## src/rtl/pmul_pkg.sv

```systemverilog
package pmul_pkg;

  localparam int OPC_W = 9;

  localparam logic [OPC_W-1:0] OPC_PLAIN    = 9'h031;
  localparam logic [OPC_W-1:0] OPC_SPLAT_HI = 9'h033;
  localparam logic [OPC_W-1:0] OPC_SPLAT_LO = 9'h035;
  localparam logic [OPC_W-1:0] OPC_HALF_HI  = 9'h036;
  localparam logic [OPC_W-1:0] OPC_HALF_LO  = 9'h037;
  localparam logic [OPC_W-1:0] OPC_PAIR_HI  = 9'h038;
  localparam logic [OPC_W-1:0] OPC_PAIR_LO  = 9'h039;

  // result packing chosen by the selector
  typedef enum logic [1:0] {
    FMT_ZERO = 2'd0,
    FMT_QUAD = 2'd1,
    FMT_PAIR = 2'd2
  } fmt_e;

  // where each lane's pixel byte comes from
  typedef enum logic [1:0] {
    BSRC_NONE   = 2'd0,
    BSRC_PACKED = 2'd1,
    BSRC_UPPER  = 2'd2,
    BSRC_LOWER  = 2'd3
  } bsrc_e;

  // where each lane's coefficient comes from
  typedef enum logic [1:0] {
    CSRC_LANE   = 2'd0,
    CSRC_BCAST1 = 2'd1,
    CSRC_BCAST0 = 2'd2
  } csrc_e;

endpackage

```

## src/rtl/pmul_opsel.sv

```systemverilog
module pmul_opsel
  import pmul_pkg::*;
#(
  parameter int LANES  = 4,
  parameter int BYTE_W = 8,
  parameter int COEF_W = 16,
  localparam int DATA_W = LANES * COEF_W
) (
  input  logic [OPC_W-1:0]              op,
  input  logic [DATA_W-1:0]             src_a,
  input  logic [DATA_W-1:0]             src_b,
  output fmt_e                          fmt,
  output logic [LANES-1:0][BYTE_W-1:0]  lane_byte,
  output logic [LANES-1:0][COEF_W-1:0]  lane_coef
);

  localparam int PAIR_LANES = LANES / 2;

  bsrc_e bsrc;
  csrc_e csrc;

  // selector decode
  always_comb begin
    fmt  = FMT_ZERO;
    bsrc = BSRC_NONE;
    csrc = CSRC_LANE;
    case (op)
      OPC_PLAIN:    begin fmt = FMT_QUAD; bsrc = BSRC_PACKED; end
      OPC_SPLAT_HI: begin fmt = FMT_QUAD; bsrc = BSRC_PACKED; csrc = CSRC_BCAST1; end
      OPC_SPLAT_LO: begin fmt = FMT_QUAD; bsrc = BSRC_PACKED; csrc = CSRC_BCAST0; end
      OPC_HALF_HI:  begin fmt = FMT_QUAD; bsrc = BSRC_UPPER; end
      OPC_HALF_LO:  begin fmt = FMT_QUAD; bsrc = BSRC_LOWER; end
      OPC_PAIR_HI:  begin fmt = FMT_PAIR; bsrc = BSRC_UPPER; end
      OPC_PAIR_LO:  begin fmt = FMT_PAIR; bsrc = BSRC_LOWER; end
      default:      begin fmt = FMT_ZERO; bsrc = BSRC_NONE; end
    endcase
  end

  // per-lane operand routing
  for (genvar i = 0; i < LANES; i++) begin : g_route
    localparam bit IN_PAIR = (i < PAIR_LANES);

    logic lane_on;

    assign lane_on = (fmt == FMT_QUAD) || ((fmt == FMT_PAIR) && IN_PAIR);

    always_comb begin
      lane_byte[i] = '0;
      if (lane_on) begin
        case (bsrc)
          BSRC_PACKED: lane_byte[i] = src_a[i*BYTE_W +: BYTE_W];
          BSRC_UPPER:  lane_byte[i] = src_a[i*COEF_W + BYTE_W +: BYTE_W];
          BSRC_LOWER:  lane_byte[i] = src_a[i*COEF_W +: BYTE_W];
          default:     lane_byte[i] = '0;
        endcase
      end
    end

    always_comb begin
      case (csrc)
        CSRC_BCAST1: lane_coef[i] = src_b[COEF_W +: COEF_W];
        CSRC_BCAST0: lane_coef[i] = src_b[0 +: COEF_W];
        default:     lane_coef[i] = src_b[i*COEF_W +: COEF_W];
      endcase
    end
  end

endmodule

```

## src/rtl/pmul_lane.sv

```systemverilog
module pmul_lane #(
  parameter int BYTE_W = 8,
  parameter int COEF_W = 16,
  localparam int PROD_W = BYTE_W + COEF_W
) (
  input  logic [BYTE_W-1:0] pix,
  input  logic [COEF_W-1:0] coef,
  output logic [PROD_W-1:0] prod
);

  logic [PROD_W-1:0] pix_ext;
  logic [PROD_W-1:0] coef_ext;

  // unsigned byte widened with zeros, coefficient widened with its sign;
  // the true product fits the width, so the truncated product is exact
  assign pix_ext  = {{(PROD_W-BYTE_W){1'b0}}, pix};
  assign coef_ext = {{(PROD_W-COEF_W){coef[COEF_W-1]}}, coef};
  assign prod     = pix_ext * coef_ext;

endmodule

```

## src/rtl/pmul_pack.sv

```systemverilog
module pmul_pack
  import pmul_pkg::*;
#(
  parameter int LANES  = 4,
  parameter int BYTE_W = 8,
  parameter int COEF_W = 16,
  localparam int PROD_W = BYTE_W + COEF_W,
  localparam int DATA_W = LANES * COEF_W,
  localparam int SLOT_W = 2 * COEF_W,
  localparam int PAIR_LANES = LANES / 2
) (
  input  fmt_e                          fmt,
  input  logic [LANES-1:0][PROD_W-1:0]  prod,
  output logic [DATA_W-1:0]             word
);

  logic [LANES-1:0][COEF_W-1:0]      quad_w;
  logic [PAIR_LANES-1:0][SLOT_W-1:0] pair_w;

  // four-lane format: middle bits, plus the half-up increment
  for (genvar i = 0; i < LANES; i++) begin : g_round
    assign quad_w[i] = prod[i][PROD_W-1:BYTE_W]
                     + {{(COEF_W-1){1'b0}}, prod[i][BYTE_W-1]};
  end

  // two-lane format: the routing leaves the upper lanes at zero in this
  // format, so each slot merges lane j with its idle partner
  for (genvar j = 0; j < PAIR_LANES; j++) begin : g_slot
    logic [PROD_W-1:0] merged;
    assign merged    = prod[j] | prod[j + PAIR_LANES];
    assign pair_w[j] = {merged, {(SLOT_W-PROD_W){1'b0}}};
  end

  always_comb begin
    case (fmt)
      FMT_QUAD: word = quad_w;
      FMT_PAIR: word = pair_w;
      default:  word = '0;
    endcase
  end

endmodule

```

## src/rtl/pmul8x16.sv

```systemverilog
module pmul8x16
  import pmul_pkg::*;
#(
  parameter int LANES  = 4,
  parameter int BYTE_W = 8,
  parameter int COEF_W = 16,
  localparam int PROD_W = BYTE_W + COEF_W,
  localparam int DATA_W = LANES * COEF_W
) (
  input  logic              clk,
  input  logic              rst_n,
  input  logic              in_valid,
  input  logic [OPC_W-1:0]  in_op,
  input  logic [DATA_W-1:0] in_a,
  input  logic [DATA_W-1:0] in_b,
  output logic              out_valid,
  output logic [DATA_W-1:0] out_data
);

  fmt_e                          fmt_c;
  logic [LANES-1:0][BYTE_W-1:0]  byte_c;
  logic [LANES-1:0][COEF_W-1:0]  coef_c;
  logic [LANES-1:0][PROD_W-1:0]  prod_c;

  // stage 1 state: products and packing format
  logic                          s1_valid_q, s1_valid_d;
  fmt_e                          s1_fmt_q, s1_fmt_d;
  logic [LANES-1:0][PROD_W-1:0]  s1_prod_q, s1_prod_d;

  // stage 2 state: packed result
  logic                          s2_valid_q, s2_valid_d;
  logic [DATA_W-1:0]             s2_data_q, s2_data_d;
  logic [DATA_W-1:0]             pack_c;

  pmul_opsel #(
    .LANES  (LANES),
    .BYTE_W (BYTE_W),
    .COEF_W (COEF_W)
  ) u_opsel (
    .op        (in_op),
    .src_a     (in_a),
    .src_b     (in_b),
    .fmt       (fmt_c),
    .lane_byte (byte_c),
    .lane_coef (coef_c)
  );

  for (genvar i = 0; i < LANES; i++) begin : g_lane
    pmul_lane #(
      .BYTE_W (BYTE_W),
      .COEF_W (COEF_W)
    ) u_lane (
      .pix  (byte_c[i]),
      .coef (coef_c[i]),
      .prod (prod_c[i])
    );
  end

  // stage 1 next state, loaded only when an operation arrives
  always_comb begin
    s1_valid_d = in_valid;
    s1_fmt_d   = s1_fmt_q;
    s1_prod_d  = s1_prod_q;
    if (in_valid) begin
      s1_fmt_d  = fmt_c;
      s1_prod_d = prod_c;
    end
  end

  always_ff @(posedge clk or negedge rst_n) begin
    if (!rst_n) begin
      s1_valid_q <= 1'b0;
      s1_fmt_q   <= FMT_ZERO;
      s1_prod_q  <= '0;
    end else begin
      s1_valid_q <= s1_valid_d;
      s1_fmt_q   <= s1_fmt_d;
      s1_prod_q  <= s1_prod_d;
    end
  end

  pmul_pack #(
    .LANES  (LANES),
    .BYTE_W (BYTE_W),
    .COEF_W (COEF_W)
  ) u_pack (
    .fmt  (s1_fmt_q),
    .prod (s1_prod_q),
    .word (pack_c)
  );

  // stage 2 next state, result held between operations
  always_comb begin
    s2_valid_d = s1_valid_q;
    s2_data_d  = s2_data_q;
    if (s1_valid_q) begin
      s2_data_d = pack_c;
    end
  end

  always_ff @(posedge clk or negedge rst_n) begin
    if (!rst_n) begin
      s2_valid_q <= 1'b0;
      s2_data_q  <= '0;
    end else begin
      s2_valid_q <= s2_valid_d;
      s2_data_q  <= s2_data_d;
    end
  end

  assign out_valid = s2_valid_q;
  assign out_data  = s2_data_q;

endmodule

```

## config.mk

```make
export PLATFORM = sky130hd
export DESIGN_NAME = pmul8x16
export DESIGN_NICKNAME = d
export VERILOG_FILES = /design/src/rtl/pmul_pkg.sv /design/src/rtl/pmul_opsel.sv /design/src/rtl/pmul_lane.sv /design/src/rtl/pmul_pack.sv /design/src/rtl/pmul8x16.sv
export SDC_FILE = /design/constraint.sdc
export NUM_CORES = 2
export LEC_CHECK = 0
export BUFFER_PORTS_ARGS = -buffer_cell sky130_fd_sc_hd__clkbuf_2
export CAP_MARGIN = 30
export CORE_MARGIN = 2
export CORE_UTILIZATION = 53
export CTS_CLUSTER_DIAMETER = 50
export DETAILED_ROUTE_END_ITERATION = 7
export PLACE_DENSITY_LB_ADDON = 0.1
export SLEW_MARGIN = 20
export SYNTH_ARGS = -nofsm -noshare
export SYNTH_HDL_FRONTEND = slang
export SYNTH_SLANG_ARGS = --single-unit
```

## constraint.sdc

```tcl
create_clock -name clk -period 1.9 [get_ports clk]
set_clock_uncertainty 0.1 [all_clocks]
set_input_delay 0.095 -clock clk [delete_from_list [all_inputs] [get_ports clk]]
set_output_delay 0.095 -clock clk [all_outputs]
set_load 0.01 [all_outputs]
```

Word level (Yosys, flattened, before mapping)
Index checks and enable logic that the tools add are counted.
{"block": "op_classes", "n_addsub": 4, "n_eq_ne": 16, "mux": 16, "bitwise_logic": 2, "n_reduce_logical": 7, "n_mul": 4}
{"cell": "one-hot mux 64 bit (2 select lines)", "count": 1}
{"cell": "multiplier 9 x 16 -> 24 bit", "count": 4}
{"cell": "one-hot mux 8 bit (3 select lines)", "count": 3}
{"cell": "adder 16 x 1 -> 16 bit", "count": 4}
{"cell": "one-hot mux 16 bit (2 select lines)", "count": 2}
{"cell": "equality test 9 x 6 -> 1 bit, second input constant", "count": 7}
{"cell": "bitwise OR 24 bit", "count": 2}
{"cell": "2-to-1 mux 16 bit", "count": 2}
{"cell": "2-to-1 mux 8 bit", "count": 4}
{"cell": "one-hot mux 8 bit (2 select lines)", "count": 1}
{"cell": "equality test 2 bit, second input constant", "count": 5}
{"cell": "equality test 2 x 1 -> 1 bit, second input constant", "count": 4}
{"cell": "one-hot mux 2 bit (2 select lines)", "count": 2}
{"cell": "OR reduction 2 bit", "count": 4}
{"cell": "one-hot mux 2 bit (3 select lines)", "count": 1}
{"cell": "OR reduction 5 bit", "count": 1}
{"cell": "OR reduction 3 bit", "count": 1}
{"cell": "logical OR 1 bit", "count": 1}
{"block": "word_totals", "output_inout_bits": 65, "word_cells": 57, "ff_bits": 164, "input_bits": 140}

Longest topological paths before layout
{"block": "depth", "word_depth": 8, "ltp_mapped": 30, "ltp_nobuf": 28}

Cells and area by module
From an unflattened synthesis, not the netlist that was laid out.
{"block": "hier_totals", "hier_cells": 3176, "hier_area_um2": 28653.7}
{"module": "pmul_lane (g_lane[0].u_lane ...)", "seq_area_each_um2": 0.0, "instances": 2, "cells_per_inst": 552, "area_per_inst_um2": 4605.7}
{"module": "pmul8x16", "seq_area_each_um2": 4103.9, "instances": 1, "cells_per_inst": 344, "area_per_inst_um2": 6133.4}
{"module": "pmul_lane (g_lane[2].u_lane)", "seq_area_each_um2": 0.0, "instances": 1, "cells_per_inst": 558, "area_per_inst_um2": 4615.7}
{"module": "pmul_lane (g_lane[3].u_lane)", "seq_area_each_um2": 0.0, "instances": 1, "cells_per_inst": 550, "area_per_inst_um2": 4599.4}
{"module": "pmul_opsel", "seq_area_each_um2": 0.0, "instances": 1, "cells_per_inst": 291, "area_per_inst_um2": 2159.6}
{"module": "pmul_pack", "seq_area_each_um2": 0.0, "instances": 1, "cells_per_inst": 329, "area_per_inst_um2": 1934.4}

Worst setup path before layout
OpenSTA, ideal clock, no wires.
{"block": "synth_timing", "kind": "input port to flip-flop", "from": "input in_op[8]", "to": "register s1_prod_q[65] (netlist name)", "setup_ns": 0.120, "arrival_time_ns": 6.338, "path_buffers": 3, "path_slack_ns": -4.658, "stages": 25, "required_time_ns": 1.680, "cell_sequence": "nor4_2 > nand2_1 > or3_1 > ha_1 > clkbuf_1 > inv_1 > clkbuf_1 > clkbuf_1 > o21a_1 > nand2_1 > fa_1 > inv_1 > fa_1 > fa_1 > inv_1 > fa_1 > inv_1 > ha_1 > a21o_1 > o21bai_1 > or3_1 > o211ai_1 > a21boi_0 > or3_1 > a31o_2"}
{"block": "synth_via", "elab_chain_cells": 7, "elab_cells_between_ends": 25, "classes_between": "mul: 1; eq/ne: 13; mux: 6; reduce/logical: 5"}
{"element": "start: declaration", "line": "pmul8x16.sv:13", "source": "input logic [OPC_W-1:0] in_op,"}
{"element": "equality test 9 x 6 -> 1 bit", "line": "pmul_opsel.sv:27", "source": "case (op)"}
{"element": "OR reduction 3 bit (no source line) or OR reduction 2 bit (tied branches)"}
{"element": "one-hot mux 2 bit (3 select lines)", "line": "pmul_opsel.sv:27"}
{"element": "equality test 2 bit or equality test 2 x 1 -> 1 bit (tied branches)", "line": "pmul_opsel.sv:50", "source": "case (bsrc)"}
{"element": "one-hot mux 8 bit (3 select lines)", "line": "pmul_opsel.sv:50"}
{"element": "2-to-1 mux 8 bit", "line": "pmul_opsel.sv:49", "source": "if (lane_on) begin"}
{"element": "multiplier 9 x 16 -> 24 bit (*)", "line": "pmul_lane.sv:18", "source": "assign prod = pix_ext * coef_ext;"}
{"element": "end signal: assignment", "line": "pmul8x16.sv:78", "source": "s1_prod_q <= s1_prod_d;"}
{"element": "end: declaration", "line": "pmul8x16.sv:28", "source": "logic [LANES-1:0][PROD_W-1:0] s1_prod_q, s1_prod_d;"}
Mark *: on every way between the ends. The rest lies on a longest branch, timed or not.
A chain may end at the register's enable or synchronous reset.

Worst setup path in the final report
{"block": "layout_timing", "from": "input in_op[6]", "to": "register s1_prod_q[44] (netlist name)"}
{"block": "layout_via", "elab_chain_cells": 7, "elab_cells_between_ends": 26, "classes_between": "mul: 1; eq/ne: 13; mux: 6; reduce/logical: 6"}
{"element": "equality test 9 x 6 -> 1 bit", "line": "pmul_opsel.sv:27"}
{"element": "OR reduction 3 bit (no source line) (tied with other cells)"}
{"element": "one-hot mux 2 bit (3 select lines) or one-hot mux 2 bit (2 select lines) (tied branches)", "line": "pmul_opsel.sv:27"}
{"element": "equality test 2 bit (tied with other cells)", "line": "pmul_opsel.sv:50"}
{"element": "one-hot mux 8 bit (3 select lines) or logical OR 1 bit (tied branches)", "line": "pmul_opsel.sv:50, pmul_opsel.sv:45"}
{"element": "2-to-1 mux 8 bit", "line": "pmul_opsel.sv:49"}
{"element": "multiplier 9 x 16 -> 24 bit (*)", "line": "pmul_lane.sv:18"}
Marks and branches as above.

==> run_results.csv <==
group,metric,value,unit
routing,drc,0,
setup_path,required,2.12,ns
finish,layout.nets,4827,
placement,io_buffers,204,
timing,tightest_slew,0.683,ns
logic_synthesis,ys_top_cells_by_area,"fa_1, dfrtp_1, ha_1",
job,maxCapViolations,0,
timing,drv_slew,0,
setup_path,worstPathArrival,6.49,ns
setup_path,critPathLaunch,"in_op[6]",
clocking,cts_root_buffer,"clkbuf_16",
logic_synthesis,synth_flop_cell,"dfrtp_1",
die,ios,205,
routing,routed_via_density,5.60,
setup_path,path_class,"in2reg",
die,die_x,232,um
logic_synthesis,async_reset_ff_frac,1.00,
logic_synthesis,seq_area_frac_synth,0.149,
power,seqPwrFrac,0.440,
clocking,clock_latency,0.45,ns
power,clock_power_share,0.432,
logic_synthesis,synth.largest_area_cell,"fa_1",
timing,setup_violations,98,
outcome,status,"finished, violations left",
finish,multi_input_area,24200,um^2
setup_path,critPathMaxFanout,7,
power,p_sw_frac,0.286,
timing,hold_violations,0,
outcome,violations,"negative setup slack",
routing,drtPass1Iterations,5,
logic_synthesis,synth_cells,3200,
power,internal_power,5.76,mW
placement,dp.cells,4620,
timing,setup_slack,-4.36,ns
timing,fmax,160,MHz
finish,fin_util,0.777,
timing,rsz0062_at_grt,"true",
die,num_rows,83,
finish,area_delta_synth_final,45.3,%
power,ir_worst_vdd,0.000763,V
timing,period_share,3.30,
logic_synthesis,syn_nets,3942,
setup_path,cpMostUsedCell,"fa_1",
finish,nFillCells,3580,
routing,drt_wl_total,101000,um
logic_synthesis,synth_seq_cells,164,
clocking,cts_max_level,4,
logic_synthesis,yosys_warnings,0,
clocking,clockBufferDepth,2,
die,coreArea,51300,um^2
die,fp.dieH,232,um
finish,seq_area,4110,um^2
power,power_density,202,nW/um^2
finish,stdcell_count,4778,
routing,ant_nets,0,
grt,grt_first_pass_wirelength,150000,um
setup_path,critPathLaunchType,"primary input",
finish,diodes,0,
logic_synthesis,synth_edf_count,0,
routing,vias,26800,
placement,place_ws,-4.88,ns
logic_synthesis,synthDistinctLibCells,75,
logic_synthesis,synth_top_area_frac,0.292,
setup_path,cp-end-kind,"flip-flop",
timing,holdWs,0.0495,ns
grt,gr-usage-all-layers,0.362,
logic_synthesis,syn_avg_cell_area,8.58,um^2
grt,grt_overflow,0,
finish,layout-drive-gt1-share,0.402,
power,p_leak,19.8,nW
grt,grt_antenna_before_repair,1,
clocking,cts_tree,"yes",
setup_path,r2r_start,"s1_fmt_q[0]$_DFFE_PN0P_",
clocking,cts.sinks,164,
setup_path,rrSetupSlack,-0.08,ns
grt,grt_max_degree,50,
clocking,cts_buffers,17,
placement,gp_congestion,1.01,
logic_synthesis,netlist_area,27500,um^2
worst_hold_path,hp-class,"in2async",
power,combPwrFrac,0.128,
routing,drtIter0Drc,1970,
die,die-area,53600,um^2
timing,post-route-min-period,6.26,ns
timing,relSlewSlack,0.540,
power,p_sw,2.31,mW
setup_path,critPathSlowestCell,"fa_1",
setup_path,max_stage_delay,0.54,ns
die,start_util,0.535,
grt,first_global_vias,27300,
clocking,clkTransAtPathRegs,0.07,ns
routing,wl_per_cell,21.0,um
placement,hpwl,79000,um
## critical path: cells and delay by family
kind                     cells  cell delay, ns
buffers and inverters       10            1.24
XOR/XNOR                     1            0.15
AND/OR/NAND/NOR              5            1.17
AO/OA/AOI/OAI                7            1.15
multiplexers                 1            0.26
adder cells (fa/ha/maj)      6            2.40
## placed cells by master (no fill, tap or decap), types with 19 or more instances in the layout
master     instances
o21ai_0           77
o21ai_1           24
buf_6            110
mux2_2            24
inv_2             65
a22o_1            25
a21oi_2           47
a21oi_1           48
fa_2              24
nand2b_1          46
dfrtp_1          163
nor2b_1           30
nand2_1          291
buf_4            619
ha_1             122
inv_1            584
nor2_2            30
o221ai_1          21
buf_12            33
xnor2_1           57
nand2_2           51
ha_4              73
clkbuf_16         21
o21ai_2           19
xor2_1            35
clkbuf_2         199
nand4_1           22
a21o_1            55
fa_1             376
mux2i_1           19
a21oi_4           42
nor2_1           274
o21a_1            39
nand3_1           41
mux2_4            39
## cell type report
class,count,share of cell area
Multi-Input combinational cell,2280,0.606
Timing Repair Buffer,972,0.194
Sequential cell,164,0.103
Inverter,650,0.0612
Tap cell,680,0.0213
Clock buffer,18,0.0110
Clock inverter,14,0.00389
## worst paths after layout
check,end,cells past startpoint
setup / recovery,s1_prod_q[44]$_DFFE_PN0P_,30
hold / removal,s1_prod_q[93]$_DFFE_PN0P_,2
setup reg to reg,out_data[40]$_DFFE_PN0P_,7
hold reg to reg,out_data[62]$_DFFE_PN0P_,2
max in group asynchronous,out_data[17]$_DFFE_PN0P_,3
min in group clk,s1_prod_q[48]$_DFFE_PN0P_,4
## logic make-up (layout without fill, tap and decap cells)
| kind of cell | count (synthesis) | in the layout | synth area share |
|---|---|---|---|
| flops | 164 | 164 | 0.149 |
| xor+xnor | 129 | 129 | 0.0411 |
| buf+inv | 758 | 1654 | 0.107 |
| mux | 93 | 93 | 0.0368 |
| simple gates | 929 | 929 | 0.149 |
| fa+ha+maj | 602 | 602 | 0.384 |
| compound gates | 525 | 527 | 0.133 |
## stage by stage
stage / area, um^2 / total power, mW / setup TNS (ns)
2_1_floorplan: 28500 / 3.89 / -308.42
3_3_place_gp: 34800 / 4.46 / -368.76
3_5_place_dp: 34800 / 4.47 / -383.22
4_1_cts: 37500 / 7.99 / -315.49
5_1_grt: 39900 / 8.27 / -339.02
6_report: 39900 / 8.07 / -325.27
## state kept, by name, indices dropped and copies added (netlist names)
register / cells
out_data: 64
out_valid: 1
s1_fmt_q: 2
s1_prod_q: 96
s1_valid_q: 1
## routing by layer
layer	vias to the layer above	global-route usage	share of wire	wire length (um)
li1	11900	-	-	-
met1	13400	0.495	0.41	41600
met2	1192	0.594	0.46	46500
met3	269	0.0465	0.073	7290
met4	2	0.128	0.051	5170
met5	-	0	0.00012	12
## synthesized netlist by cell type, types with 5 or more instances
cell type and instances:
or3_1 6, nor3b_1 5, o2bb2ai_2 9, inv_1 649
xor2_1 44, xnor2_1 85, nor2_1 316, o21ai_1 12
buf_6 6, a21oi_4 5, o21bai_1 9, nand2b_1 52
a22oi_1 11, o21a_1 41, fa_1 400, a21oi_2 18
and2_1 29, nand4_1 22, a31oi_2 6, o2111ai_1 5
o211ai_1 9, ha_1 202, nor3_1 18, a211oi_1 6
buf_2 30, a21o_1 65, a21oi_1 114, dfrtp_1 164
o21ai_0 116, nand2_1 358, mux2_2 63, a31o_2 6
o221ai_1 22, nor2b_1 44, a22o_1 26, a221oi_1 5
and3_1 12, nand3_1 44, mux2i_1 30, clkbuf_1 68
## power groups by stage
stage                     combinational (mW)  sequential [mW]  clock, mW
after floorplan                        0.283             3.61          0
after global placement                 0.841             3.62          0
after CTS                              0.957             3.55       3.48
after global routing                    1.09             3.55       3.64
after detailed placement               0.855             3.62          0
final                                   1.03             3.55       3.49
## timing repair
| action | CTS | global route |
|---|---|---|
| hold endpoints to repair | 167 | 0 |
| pin swaps | 106 | 205 |
| setup endpoints to repair | 109 | 127 |
| cloned | 5 | 4 |
| buffers inserted | 56 | 72 |
| hold buffers | 2 | 0 |
| resized for setup | 309 | 417 |
No activity file was read; power rests on OpenSTA's default activity.
